`src/rtl/blu_pkg.sv`:
```
package blu_pkg;

    parameter int unsigned WORD_W   = 32;
    parameter int unsigned NARROW_W = 24;
    parameter int unsigned IDX_W    = 4;
    parameter int unsigned ILC_W    = 2;
    parameter int unsigned CC_W     = 2;
    parameter int unsigned PM_W     = 4;

    localparam int unsigned WIDE_W   = WORD_W - 1;
    localparam int unsigned STATUS_W = ILC_W + CC_W + PM_W;
    localparam int unsigned MODE_BIT = WORD_W - 1;

    typedef logic [WORD_W-1:0] word_t;

    typedef enum logic [1:0] {
        OP_LINK_LEGACY  = 2'd0,
        OP_SAVE         = 2'd1,
        OP_SAVE_SETMODE = 2'd2,
        OP_SETMODE      = 2'd3
    } blu_op_e;

    typedef enum logic {
        MODE_NARROW = 1'b0,
        MODE_WIDE   = 1'b1
    } amode_e;

    typedef struct packed {
        word_t  target;
        amode_e mode;
    } branch_res_t;

    typedef struct packed {
        word_t             word;
        logic              wr;
        logic [IDX_W-1:0]  idx;
    } link_res_t;

    function automatic word_t mask_addr(input word_t a, input amode_e m);
        word_t r;
        r = '0;
        if (m == MODE_WIDE) begin
            r[WIDE_W-1:0] = a[WIDE_W-1:0];
        end else begin
            r[NARROW_W-1:0] = a[NARROW_W-1:0];
        end
        return r;
    endfunction

    function automatic logic sets_mode(input blu_op_e op);
        return (op == OP_SAVE_SETMODE) || (op == OP_SETMODE);
    endfunction

endpackage

```
`src/rtl/blu_branch_sel.sv`:
```
module blu_branch_sel
    import blu_pkg::*;
(
    input  blu_op_e     op,
    input  amode_e      cur_mode,
    input  word_t       target_word,
    output branch_res_t res
);
    amode_e new_mode;

    always_comb begin
        if (sets_mode(op)) begin
            new_mode = amode_e'(target_word[MODE_BIT]);
        end else begin
            new_mode = cur_mode;
        end
        res.mode   = new_mode;
        res.target = mask_addr(target_word, new_mode);
    end

endmodule

```
`src/rtl/blu_link_gen.sv`:
```
module blu_link_gen
    import blu_pkg::*;
(
    input  blu_op_e           op,
    input  amode_e            cur_mode,
    input  word_t             next_addr,
    input  word_t             link_val,
    input  logic [IDX_W-1:0]  link_idx,
    input  logic [ILC_W-1:0]  ilc,
    input  logic [CC_W-1:0]   cc,
    input  logic [PM_W-1:0]   pmask,
    output link_res_t         res
);
    word_t ret_masked;
    word_t wide_form;
    word_t status_form;

    always_comb begin
        ret_masked  = mask_addr(next_addr, cur_mode);
        wide_form   = ret_masked;
        wide_form[MODE_BIT] = 1'b1;
        status_form = '0;
        status_form[NARROW_W-1:0] = next_addr[NARROW_W-1:0];
        status_form[WORD_W-1 -: STATUS_W] = {ilc, cc, pmask};

        res.idx = link_idx;
        res.wr  = 1'b1;
        unique case (op)
            OP_LINK_LEGACY: begin
                res.word = (cur_mode == MODE_WIDE) ? wide_form : status_form;
            end
            OP_SAVE: begin
                res.word = (cur_mode == MODE_WIDE) ? wide_form : ret_masked;
            end
            OP_SAVE_SETMODE: begin
                res.word = ret_masked;
                res.word[MODE_BIT] = cur_mode;
            end
            default: begin
                res.word = link_val;
                res.word[MODE_BIT] = cur_mode;
                res.wr   = (link_idx != '0);
            end
        endcase
    end

endmodule

```
`src/rtl/branch_link_unit.sv`:
```
module branch_link_unit
    import blu_pkg::*;
(
    input  logic                 clk,
    input  logic                 rst,
    input  logic                 in_valid,
    input  logic [1:0]           in_op,
    input  logic                 in_cur_mode,
    input  logic [WORD_W-1:0]    in_target,
    input  logic [WORD_W-1:0]    in_link_val,
    input  logic [IDX_W-1:0]     in_link_idx,
    input  logic [WORD_W-1:0]    in_next_addr,
    input  logic [ILC_W-1:0]     in_ilc,
    input  logic [CC_W-1:0]      in_cc,
    input  logic [PM_W-1:0]      in_pmask,
    output logic                 out_valid,
    output logic [WORD_W-1:0]    out_target,
    output logic                 out_mode,
    output logic                 out_wr_en,
    output logic [IDX_W-1:0]     out_wr_idx,
    output logic [WORD_W-1:0]    out_link
);
    blu_op_e     op;
    amode_e      cur_mode;
    branch_res_t br;
    link_res_t   lk;

    assign op       = blu_op_e'(in_op);
    assign cur_mode = amode_e'(in_cur_mode);

    blu_branch_sel u_branch (
        .op          (op),
        .cur_mode    (cur_mode),
        .target_word (in_target),
        .res         (br)
    );

    blu_link_gen u_link (
        .op        (op),
        .cur_mode  (cur_mode),
        .next_addr (in_next_addr),
        .link_val  (in_link_val),
        .link_idx  (in_link_idx),
        .ilc       (in_ilc),
        .cc        (in_cc),
        .pmask     (in_pmask),
        .res       (lk)
    );

    always_ff @(posedge clk) begin
        if (rst) begin
            out_valid  <= 1'b0;
            out_target <= '0;
            out_mode   <= 1'b0;
            out_wr_en  <= 1'b0;
            out_wr_idx <= '0;
            out_link   <= '0;
        end else begin
            out_valid <= in_valid;
            out_wr_en <= in_valid && lk.wr;
            if (in_valid) begin
                out_target <= br.target;
                out_mode   <= br.mode;
                out_wr_idx <= lk.idx;
                out_link   <= lk.word;
            end
        end
    end

    // write enable only with a valid result
    a_r2_wr_needs_valid: assert property (@(posedge clk) disable iff (rst)
        out_wr_en |-> out_valid);

    // one-cycle latency of valid
    a_r2_latency: assert property (@(posedge clk) disable iff (rst)
        in_valid |=> out_valid);

    // narrow result never carries bits above 24
    a_r3_narrow_mask: assert property (@(posedge clk) disable iff (rst)
        (out_valid && !out_mode) |-> (out_target[WORD_W-1:NARROW_W] == '0));

    // wide result never carries the flag bit
    a_r3_wide_mask: assert property (@(posedge clk) disable iff (rst)
        (out_valid && out_mode) |-> !out_target[MODE_BIT]);

    // non-mode-setting operations keep the mode
    a_r4_r5_mode_kept: assert property (@(posedge clk) disable iff (rst)
        (in_valid && !in_op[1]) |=> (out_mode == $past(in_cur_mode)));

    // call records caller mode, takes callee mode from target
    a_r6_mode_swap: assert property (@(posedge clk) disable iff (rst)
        (in_valid && in_op == 2'd2) |=>
            (out_mode == $past(in_target[MODE_BIT]) && out_link[MODE_BIT] == $past(in_cur_mode)));

    // set mode with link index 0 writes nothing
    a_r7_no_link: assert property (@(posedge clk) disable iff (rst)
        (in_valid && in_op == 2'd3 && in_link_idx == '0) |=> !out_wr_en);

    // saving operations always write
    a_r8_save_writes: assert property (@(posedge clk) disable iff (rst)
        (in_valid && in_op != 2'd3) |=> out_wr_en);

endmodule

```
`config.mk`:
```
export PLATFORM = sky130hd
export DESIGN_NAME = branch_link_unit
export DESIGN_NICKNAME = d
export VERILOG_FILES = /design/src/rtl/blu_pkg.sv /design/src/rtl/blu_branch_sel.sv /design/src/rtl/blu_link_gen.sv /design/src/rtl/branch_link_unit.sv
export SDC_FILE = /design/constraint.sdc
export NUM_CORES = 1
export LEC_CHECK = 0
export ABC_AREA = 1
export BUFFER_PORTS_ARGS = -buffer_cell sky130_fd_sc_hd__buf_2
export CAP_MARGIN = 15
export CORE_MARGIN = 4
export CORE_UTILIZATION = 45
export CTS_CLUSTER_DIAMETER = 200
export DETAILED_ROUTE_END_ITERATION = 8
export HOLD_SLACK_MARGIN = 0.03
export PLACE_DENSITY = 0.78
export SLEW_MARGIN = 10
export SYNTH_ARGS = -nofsm -noshare
export SYNTH_HDL_FRONTEND = slang
export SYNTH_HIERARCHICAL = 1
export SYNTH_SLANG_ARGS = --single-unit
```
`constraint.sdc`:
```
create_clock -name clk -period 1.85 [get_ports clk]
set_clock_uncertainty 0.2 [all_clocks]
set_input_delay 0.185 -clock clk [delete_from_list [all_inputs] [get_ports clk]]
set_output_delay 0.185 -clock clk [all_outputs]
set_load 0.03 [all_outputs]
```
==> run_results.csv, run 1 <==
group,metric,value,unit
layout,num_antenna_cells,0,
synthesis,avgSynthCellArea,6.00,um^2
worst_setup_path,path_cells,"dlygate4sd3_1 -> buf_2 -> nor2_1 -> dlygate4sd3_1 -> nand3_1 -> nand2_1 -> nor2_1",
floorplan,die_w,101,um
outcome,status,"finished clean",
synthesis,synth_compound_area_share,0.353,%
timing,fmax,601,MHz
global_routing,antenna_found_initial,0,
worst_setup_path,setup.worst_path.class,"in2reg",
global_routing,grt_max_degree,93,
layout,layout_commonest_cell,"nand2_1",
cts,cts_hold_buf,48,
cts,clk_pin_slew,80,ps
global_routing,grt_pass1_vias,3820,
synthesis,synthAdderAreaFrac,0.963,%
timing,finalHoldViolCount,0,
routing,drtIter0Drc,108,
routing,route.detailed.drc,0,
floorplan,rows,33,
layout,drive_gt1_share,25.4,%
synthesis,syn-cell-area,3900,um^2
synthesis,synth.mux.area_fraction,0,%
timing,setup_viol,0,
worst_setup_path,cp_data_arrival_time,1690,ps
synthesis,synth_xor_area_share,0,%
layout,nets,952,
floorplan,pin_count,185,
cts,htree_levels,3,
cts,cts_inserted_buffers,9,
routing,detail_route.wl_per_cell,11.3,um
timing,finalCritPeriodShare,89.9,%
floorplan,die_h,101,um
cts,cts_sinks,71,
timing,rsz0062_at_grt,"no",
cts,cts_tree,"built",
layout,syn2layout_area_growth,35.5,%
layout,multiInputGateArea,1670,um^2
synthesis,seq_area_frac_synth,36.5,%
timing,tns,0,ps
layout,layout_common_cells,"nand2_1 (232), buf_2 (181), nor2_1 (150)",
routing,vias,4108,
global_routing,grt_remaining_overflow,0,
floorplan,dieArea,10200,um^2
floorplan,core-area,8340,um^2
floorplan,initial_utilization,46.7,%
routing,ant_nets,0,
synthesis,ys_ff_latch,71,
power_and_ir_drop,p_leak,3.22,nW
synthesis,yosysWarningCount,6,
worst_setup_path,cp_data_required_time,1880,ps
worst_setup_path,critPathMaxFanout,2,
timing,period_needed,1660,ps
cts,cts_root_buf,"clkbuf_8",
cts,postCtsResizedCells,0,
layout,regArea,1420,um^2
run,cap_viol_max_count,0,
worst_setup_path,end_kind,"flop",
worst_setup_path,crit_path_max_incr_delay,570,ps
synthesis,syn_inst,650,
timing,drv_slew,0,
global_routing,grt_pass1_wl,17000,um
worst_hold_path,hold_path.class,"in2reg",
routing,dr.pass1.iters,6,
place,gp_congestion,0.831,
synthesis,ys_types,18,
cts,insertion_delay,330,ps
timing,hold_ws,42.9,ps
worst_setup_path,startpoint_type,"primary input",
synthesis,synth_nets,767,
global_routing,grt_util_all_layers,20.7,%
layout,utilization,63.3,%
routing,vias_per_cell,4.35,
layout,nFillCells,746,
place,io_buffers,182,
synthesis,synth_top_family_by_area,"simple AND/OR/NAND/NOR gates",
cts,cts_buffer_depth,2,
place,dpl-instance-area,4600,um^2
synthesis,synth_simple_gate_area_share,41.5,%
place,place_hpwl,7120,um
worst_setup_path,crit_path_top_delay_cell,"dlygate4sd3_1",
layout,final_area,5280,um^2
power_and_ir_drop,powerDensity,746,nW/um^2
cts,post_cts_buffers,0,
power_and_ir_drop,peakVddDrop,0.424,mV
routing,wl,10600,um
final timing paths:
| check | depth (start not counted) | startpoint | slack, ps | end |
|---|---|---|---|---|
| setup / recovery | 7 | in_link_idx[1] | 190 | out_wr_en |
| hold / removal | 7 | in_link_val[21] | 40 | out_link[21] |
| setup reg to reg | 2 | out_link[23] | 1050 | out_link[23] |
| hold reg to reg | 2 | out_link[21] | 270 | out_link[21] |
per-stage QoR:
step                      setup WS (ps)  std cells  power [mW]
after floorplan                     456        650        2.41
after global placement              186        881        2.64
after detailed placement            150        881        2.66
after CTS                           260        944        3.98
after global routing                165        944        4.19
final                               187        944        3.94
layer usage:
| layer | share of wire, % | global-route usage (%) |
|---|---|---|
| met5 | 0 | 0 |
| met4 | 2.0 | 7.57 |
| met3 | 9.5 | 6.44 |
| met2 | 48 | 36.6 |
| met1 | 41 | 23.2 |
report_power, final:
group / total, mW / switching, mW / internal, mW
Combinational: 1.02 / 0.627 / 0.395
Sequential: 1.69 / 0.0535 / 1.64
Clock: 1.23 / 0.577 / 0.652
synth_stat cells (all sizes together):
cell type	n	area share [%]
nand3	28	3.7
o21ai	1	0.13
dfxtp	71	36
buf	57	11
inv	96	9.2
nor2	151	15
a21oi	1	0.22
clkbuf	6	0.58
conb	1	0.096
nand2	235	23
ha	3	0.96
final cells by class:
type,count,share of cell area (%)
clock buffer,10,2.61
clock inverter,5,1.11
inverter,96,6.82
multi-input combinational,420,31.7
sequential,71,26.9
tap,105,2.49
timing repair buffer,237,28.3
logic make-up after synthesis:
| logic type | Yosys count |
|---|---|
| AND/OR/NAND/NOR | 414 |
| AO/OA/AOI/OAI | 2 |
| adder cells (fa/ha/maj) | 3 |
| other | 1 |
| flip-flops | 71 |
| buffers and inverters | 159 |
sequential cells by signal, indices dropped and copies added, names as in the netlist:
signal and flops:
out_wr_idx 4, out_mode 1, out_target 32, out_link 32
out_wr_en 1, out_valid 1
worst max-delay path: cells and delay by family:
family	cells	cell delay, ps
and+or+nand+nor	4	280
buffers and inverters	3	1230
Note: power is estimated with default switching activity, not from simulation.
==> inputs of run 2 (changes only) <==
--- a/config.mk
+++ b/config.mk
@@ -5,15 +5,14 @@
 export SDC_FILE = /design/constraint.sdc
 export NUM_CORES = 1
 export LEC_CHECK = 0
-export ABC_AREA = 1
 export BUFFER_PORTS_ARGS = -buffer_cell sky130_fd_sc_hd__buf_2
 export CAP_MARGIN = 15
 export CORE_MARGIN = 4
-export CORE_UTILIZATION = 45
+export CORE_UTILIZATION = 44
 export CTS_CLUSTER_DIAMETER = 200
 export DETAILED_ROUTE_END_ITERATION = 8
 export HOLD_SLACK_MARGIN = 0.03
-export PLACE_DENSITY = 0.78
+export PLACE_DENSITY = 0.85
 export SLEW_MARGIN = 10
 export SYNTH_ARGS = -nofsm -noshare
 export SYNTH_HDL_FRONTEND = slang
==> run 2 against run 1 <==
Effect of this change:
- combinational power decreased by 7%
- flip-flop and latch count did not move
- critical path depth is 1 higher
- power fell by 5.9%
- final cell count fell by 28%
- worst hold slack got worse by 5.1 ps
- critical endpoint is now out_link[24]
==> run_results.csv, run 2 <==
group,metric,value,unit
worst_setup_path,critPathMaxFanout,6,
floorplan,die_w,94.8,um
cts,cts_buffer_depth,2,
place,io_buffers,182,
power_and_ir_drop,p_leak,2.70,nW
cts,insertion_delay,320,ps
synthesis,ys_ff_latch,71,
synthesis,avgSynthCellArea,9.95,um^2
routing,vias,3356,
floorplan,rows,31,
routing,wl,11000,um
timing,period_needed,1820,ps
cts,clk_pin_slew,70,ps
global_routing,grt_max_degree,71,
synthesis,synth.area.top_cells,"dfxtp_1 (43%), mux2i_1 (21%), nor2_1 (7.8%), buf_4 (7.5%), a22o_1 (6.3%)",
timing,finalCritPeriodShare,98.5,%
worst_hold_path,min_to,"out_link[27]",
routing,dr.pass1.iters,4,
timing,rsz0062_at_grt,"no",
cts,cts_tree,"built",
power_and_ir_drop,p_total,3.71,mW
worst_setup_path,ff2ff_path_depth,3,
layout,drive_gt1_share,35.8,%
timing,fmax,549,MHz
floorplan,initial_utilization,45.4,%
worst_setup_path,setup.worst_path.class,"in2reg",
global_routing,grt_pass1_wl,16600,um
synthesis,synth_area_leader_cell,"dfxtp_1",
worst_setup_path,rr_endpoint,"out_target[18]",
layout,top_regs,"out_link (32), out_target (32), out_wr_idx (4)",
worst_setup_path,cp_data_required_time,1920,ps
layout,nFillCells,544,
timing,finalHoldViolCount,0,
synthesis,synth_edf_count,0,
synthesis,syn-cell-area,3310,um^2
layout,final_cells,676,
power_and_ir_drop,powerDensity,725,nW/um^2
worst_setup_path,reg2reg_from,"out_target[18]",
synthesis,synth_top_area_share,42.9,%
run,cap_viol_max_count,0,
synthesis,syn_inst,333,
cts,cts_inserted_buffers,9,
timing,tightest_slew,509,ps
routing,route.detailed.drc,0,
global_routing,grt_pass1_vias,3568,
cts,htree_levels,3,
worst_hold_path,worstHoldStart,"in_link_val[27]",
routing,detail_route.wl_per_cell,16.2,um
timing,tns,0,ps
timing,drv_slew,0,
worst_setup_path,startpoint_type,"primary input",
synthesis,yosysWarningCount,6,
place,place_hpwl,5900,um
layout,layout_common_cells,"buf_2 (181), dlygate4sd3_1 (95), dfxtp_1 (71)",
synthesis,ys_top_cells_by_count,"dfxtp_1 (71), mux2i_1 (69), nor2_1 (69)",
worst_setup_path,regToRegSetupSlack,470,ps
floorplan,pin_count,185,
routing,drtIter0Drc,133,
floorplan,die_h,94.8,um
synthesis,synth_nets,450,
routing,ant_nets,0,
synthesis,ys_types,25,
floorplan,dieArea,8980,um^2
place,place_inst,566,
power_and_ir_drop,peakVddDrop,0.378,mV
worst_hold_path,hold_depth,5,
synthesis,synthFlopType,"dfxtp_1",
global_routing,grt_util_all_layers,23.9,%
global_routing,grt_remaining_overflow,0,
global_routing,antenna_found_initial,1,
synthesis,seq_area_frac_synth,42.9,%
place,gp_congestion,0.739,
worst_setup_path,cp_data_arrival_time,1890,ps
synthesis,postSynth.asyncResetShare,0,%
synthesis,synth_most_common_cell,"dfxtp_1",
worst_setup_path,end_kind,"flop",
routing,vias_per_cell,4.96,
floorplan,core-area,7290,um^2
timing,setup_viol,0,
outcome,status,"finished clean",
worst_hold_path,hold_path.class,"in2reg",
cts,cts_sinks,71,
layout,syn2layout_area_growth,54.6,%
cts,cts_root_buf,"clkbuf_8",
layout,nets,691,
layout,utilization,70.2,%
timing,relSlewSlack,65.4,%
layout,layout_commonest_cell,"buf_2",
## run 2: changes by cell type after synthesis, sizes merged, moves of 3 or more
cell	change
buf	-6
a22o	+24
nand3	-22
clkbuf	-3
nor2b	+9
a22oi	+6
mux2i	+70
inv	-93
nand2	-225
nor2	-82
## run 2: metrics by stage
step | hold slack, ps | area (um^2) | worst slack [ps]
floorplan | 179 | 3310 | 324
global placement | 218 | 3990 | 92.1
detailed placement | 228 | 3990 | 31.3
CTS | 30.7 | 5130 | 97.8
global route | 40.5 | 5120 | 7.79
finish | 37.8 | 5120 | 28.6
## run 2: worst max-delay path by stage
| stage | startpoint | endpoint | slack, ps | cells after the start |
|---|---|---|---|---|
| 5_1_grt | in_op[0] | out_link[24] | 8 | 9 |
| 6_report | in_op[0] | out_link[24] | 30 | 8 |
| 3_3_place_gp | in_op[0] | out_link[28] | 90 | 8 |
| 4_1_cts | in_op[0] | out_link[30] | 100 | 8 |
| 2_1_floorplan | in_op[0] | out_link[23] | 320 | 7 |
| 3_5_place_dp | in_op[0] | out_link[28] | 30 | 8 |
## run 2: area by class of cell
| cell class | count | area, um^2 | area share, % |
|---|---|---|---|
| clock inverter | 1 | 5.00 | 0.0978 |
| antenna | 1 | 2.50 | 0.0489 |
| inverter | 3 | 11.3 | 0.220 |
| timing repair buffer | 284 | 1930 | 37.8 |
| clock buffer | 12 | 165 | 3.23 |
| tap | 99 | 124 | 2.42 |
| multi-input combinational | 205 | 1460 | 28.5 |
| sequential | 71 | 1420 | 27.8 |
## run 2: worst max-delay path: stages
cell and delay, ps:
buf_2 110, ha_1 270, nor3b_4 350, a22oi_1 130, dlygate4sd3_1 590, nand2_1 80
mux2i_1 60, nor2_1 100
## run 2: report_power, final
part / internal (mW) / leakage (nW) / switching, mW
logic: 0.444 / 2.02 / 0.504
registers: 1.62 / 0.584 / 0.0443
clock network: 0.573 / 0.0902 / 0.525
total: 2.64 / 2.70 / 1.07
## run 2: cells by family (layout without fill, tap and decap cells)
kind of cell               after synthesis  count (layout)  synth area share, %
other                                    1               2                0.113
buffers and inverters                   57             300                 13.1
muxes                                   70              70                 21.3
and+or+nand+nor                         97              97                 12.7
DFF                                     71              71                 42.9
adders and majority gates                3               3                 1.13
AOI/OAI and AO/OA                       34              34                 8.76
## run 2: timing repair
action,4_1_cts,5_1_grt
gates resized for setup,0,1
buffers inserted,0,1
hold buffers,97,0
endpoints found under the hold margin,64,0
setup endpoints to repair,0,3
## run 2: per-layer routing
metal  vias to the layer above  track usage, %  part of all wire [%]  wire, um
li1                       1578               -                     -         -
met1                      1540            24.0                    36      4000
met2                       194            43.7                    51      5560
met3                        44            7.09                   8.6       941
met4                         0            13.5                   4.2       459
met5                         -               0                     0         0
==> inputs of run 3 (changes only) <==
--- a/config.mk
+++ b/config.mk
@@ -7,7 +7,6 @@
 export LEC_CHECK = 0
 export BUFFER_PORTS_ARGS = -buffer_cell sky130_fd_sc_hd__buf_2
 export CAP_MARGIN = 15
-export CORE_MARGIN = 4
 export CORE_UTILIZATION = 44
 export CTS_CLUSTER_DIAMETER = 200
 export DETAILED_ROUTE_END_ITERATION = 8
==> run 3 against run 2 <==
Effect of this change:
- maximum frequency shrank 0.13%
- via count decreased by 2.2%
- critical endpoint unchanged
- critical path type unchanged
- clock-buffer cell count decreased by 2
- sequential power barely moved
- combinational power increased by 0.8%
- global-route usage up 1.4 points
- sequential share of layout area barely moved
==> run_results.csv, run 3 (synthesis results as in run 2) <==
group,metric,value,unit
timing,finalCritPeriodShare,98.6,%
place,gp_congestion,0.761,
global_routing,grt_pass1_wl,15000,um
layout,nets,686,
floorplan,rows,31,
worst_setup_path,path_cells,"dlygate4sd3_1 -> buf_2 -> a22oi_1 -> dlygate4sd3_1 -> nand2_1 -> mux2i_1 -> nor2_1",
cts,insertion_delay,330,ps
cts,htree_levels,3,
timing,finalHoldViolCount,0,
routing,wl,10300,um
layout,syn2layout_area_growth,54.9,%
layout,top_regs,"out_link (32), out_target (32), out_wr_idx (4)",
routing,vias,3281,
worst_setup_path,crit_family,"buffers and inverters",
cts,cts_inserted_buffers,9,
cts,clk_pin_slew,80,ps
worst_setup_path,crit_start,"in_pmask[0]",
global_routing,antenna_found_initial,0,
worst_hold_path,worstHoldStart,"in_target[26]",
worst_hold_path,hold_path.class,"in2reg",
worst_setup_path,crit_top_cell,"dlygate4sd3_1",
power_and_ir_drop,p_leak,2.69,nW
routing,drtIter0Drc,98,
floorplan,initial_utilization,45.7,%
outcome,status,"finished clean",
floorplan,pin_count,185,
place,place_hpwl,5340,um
worst_setup_path,startpoint_type,"primary input",
cts,cts_root_buf,"clkbuf_8",
place,io_buffers,182,
cts,cts_buffer_depth,2,
layout,layout_commonest_cell,"buf_2",
timing,relSlewSlack,64.6,%
timing,drv_slew,0,
layout,final_area,5130,um^2
worst_setup_path,critPathMaxFanout,1,
global_routing,grt_max_degree,71,
worst_setup_path,crit_path_max_incr_delay,560,ps
floorplan,core-area,7250,um^2
worst_setup_path,cp_data_required_time,1870,ps
layout,nFillCells,531,
floorplan,die_w,88.8,um
place,dpl-instance-area,4010,um^2
worst_setup_path,end_kind,"flop",
worst_setup_path,crit_buf_inv,3,
global_routing,grt_remaining_overflow,0,
run,cap_viol_max_count,0,
timing,period_needed,1820,ps
layout,num_antenna_cells,0,
routing,ant_nets,0,
global_routing,grt_pass1_vias,3243,
layout,drive_gt1_share,37.8,%
routing,dr.pass1.iters,4,
routing,route.detailed.drc,0,
worst_setup_path,reg2reg_from,"out_link[27]",
worst_setup_path,cp_data_arrival_time,1840,ps
global_routing,grt_util_all_layers,25.4,%
timing,tns,0,ps
timing,setup_viol,0,
cts,cts_sinks,71,
routing,vias_per_cell,4.88,
worst_setup_path,setup.worst_path.class,"in2reg",
power_and_ir_drop,peakVddDrop,0.439,mV
layout,multiInputGateArea,1480,um^2
timing,fmax,548,MHz
layout,utilization,70.7,%
floorplan,die_h,88.8,um
power_and_ir_drop,powerDensity,750,nW/um^2
routing,detail_route.wl_per_cell,15.3,um
worst_setup_path,crit_path_top_delay_cell,"dlygate4sd3_1",
timing,hold_ws,52.3,ps
floorplan,dieArea,7880,um^2
layout,regArea,1420,um^2
cts,cts_tree,"built",
layout,layout_common_cells,"buf_2 (181), dlygate4sd3_1 (87), dfxtp_1 (71)",
timing,tightest_slew,520,ps
run 3: cell types whose count changed in the layout (fill, tap and decap cells not counted), moves of 2 or more:
cell	before	now
dlygate4sd3_1	95	87
a22oi_1	6	3
a22oi_2	0	3
buf_12	1	3
buf_4	6	8
clkbuf_8	12	10
clkinv_2	1	3
clkinvlp_4	0	2
ha_1	3	1
ha_2	0	2
run 3: metal layers:
metal / wire length [um] / vias to the layer above / share of wire [%] / global-route usage [%]
met4: 481 / 0 / 4.7 / 15.4
met5: 0 / - / 0 / 0
met2: 5230 / 179 / 51 / 46.4
li1: - / 1566 / - / -
met3: 733 / 54 / 7.1 / 7.00
met1: 3830 / 1482 / 37 / 25.5
run 3: layout make-up:
class | count | area share, %
timing repair buffer | 279 | 37.0
multi-input combinational | 205 | 28.8
sequential | 71 | 27.7
clock buffer | 10 | 2.68
tap | 99 | 2.42
clock inverter | 6 | 1.17
inverter | 3 | 0.220
run 3: power by group:
group | internal (mW) | switching (mW)
Clock | 0.652 | 0.573
Sequential | 1.62 | 0.0438
Combinational | 0.454 | 0.503
run 3: path summary, 6_finish.rpt:
| path | to | slack, ps | cells past startpoint |
|---|---|---|---|
| setup / recovery | out_link[24] | 30 | 7 |
| hold / removal | out_target[26] | 50 | 4 |
| setup reg to reg | out_link[27] | 980 | 2 |
| hold reg to reg | out_target[1] | 290 | 2 |
run 3: timing repair:
| item | in CTS | in global routing |
|---|---|---|
| endpoints found under the hold margin | 62 | 0 |
| endpoints found under the setup margin | 0 | 6 |
| resized for setup | 0 | 5 |
| hold buffers | 88 | 0 |
| setup buffers | 0 | 4 |
run 3: worst register-to-register path, cell delays in order, from the launching register on:
cell and delay [ps]:
dfxtp_1 330, mux2i_1 170, nor2_1 60
run 3: stage by stage:
stage	setup WS [ps]	power [mW]	instances
after global routing	-1.84	4.02	673
after CTS	60.4	3.84	670
after global placement	101	2.44	566
after detailed placement	45.7	2.46	566
final	26.2	3.84	673
after floorplan	324	2.26	333
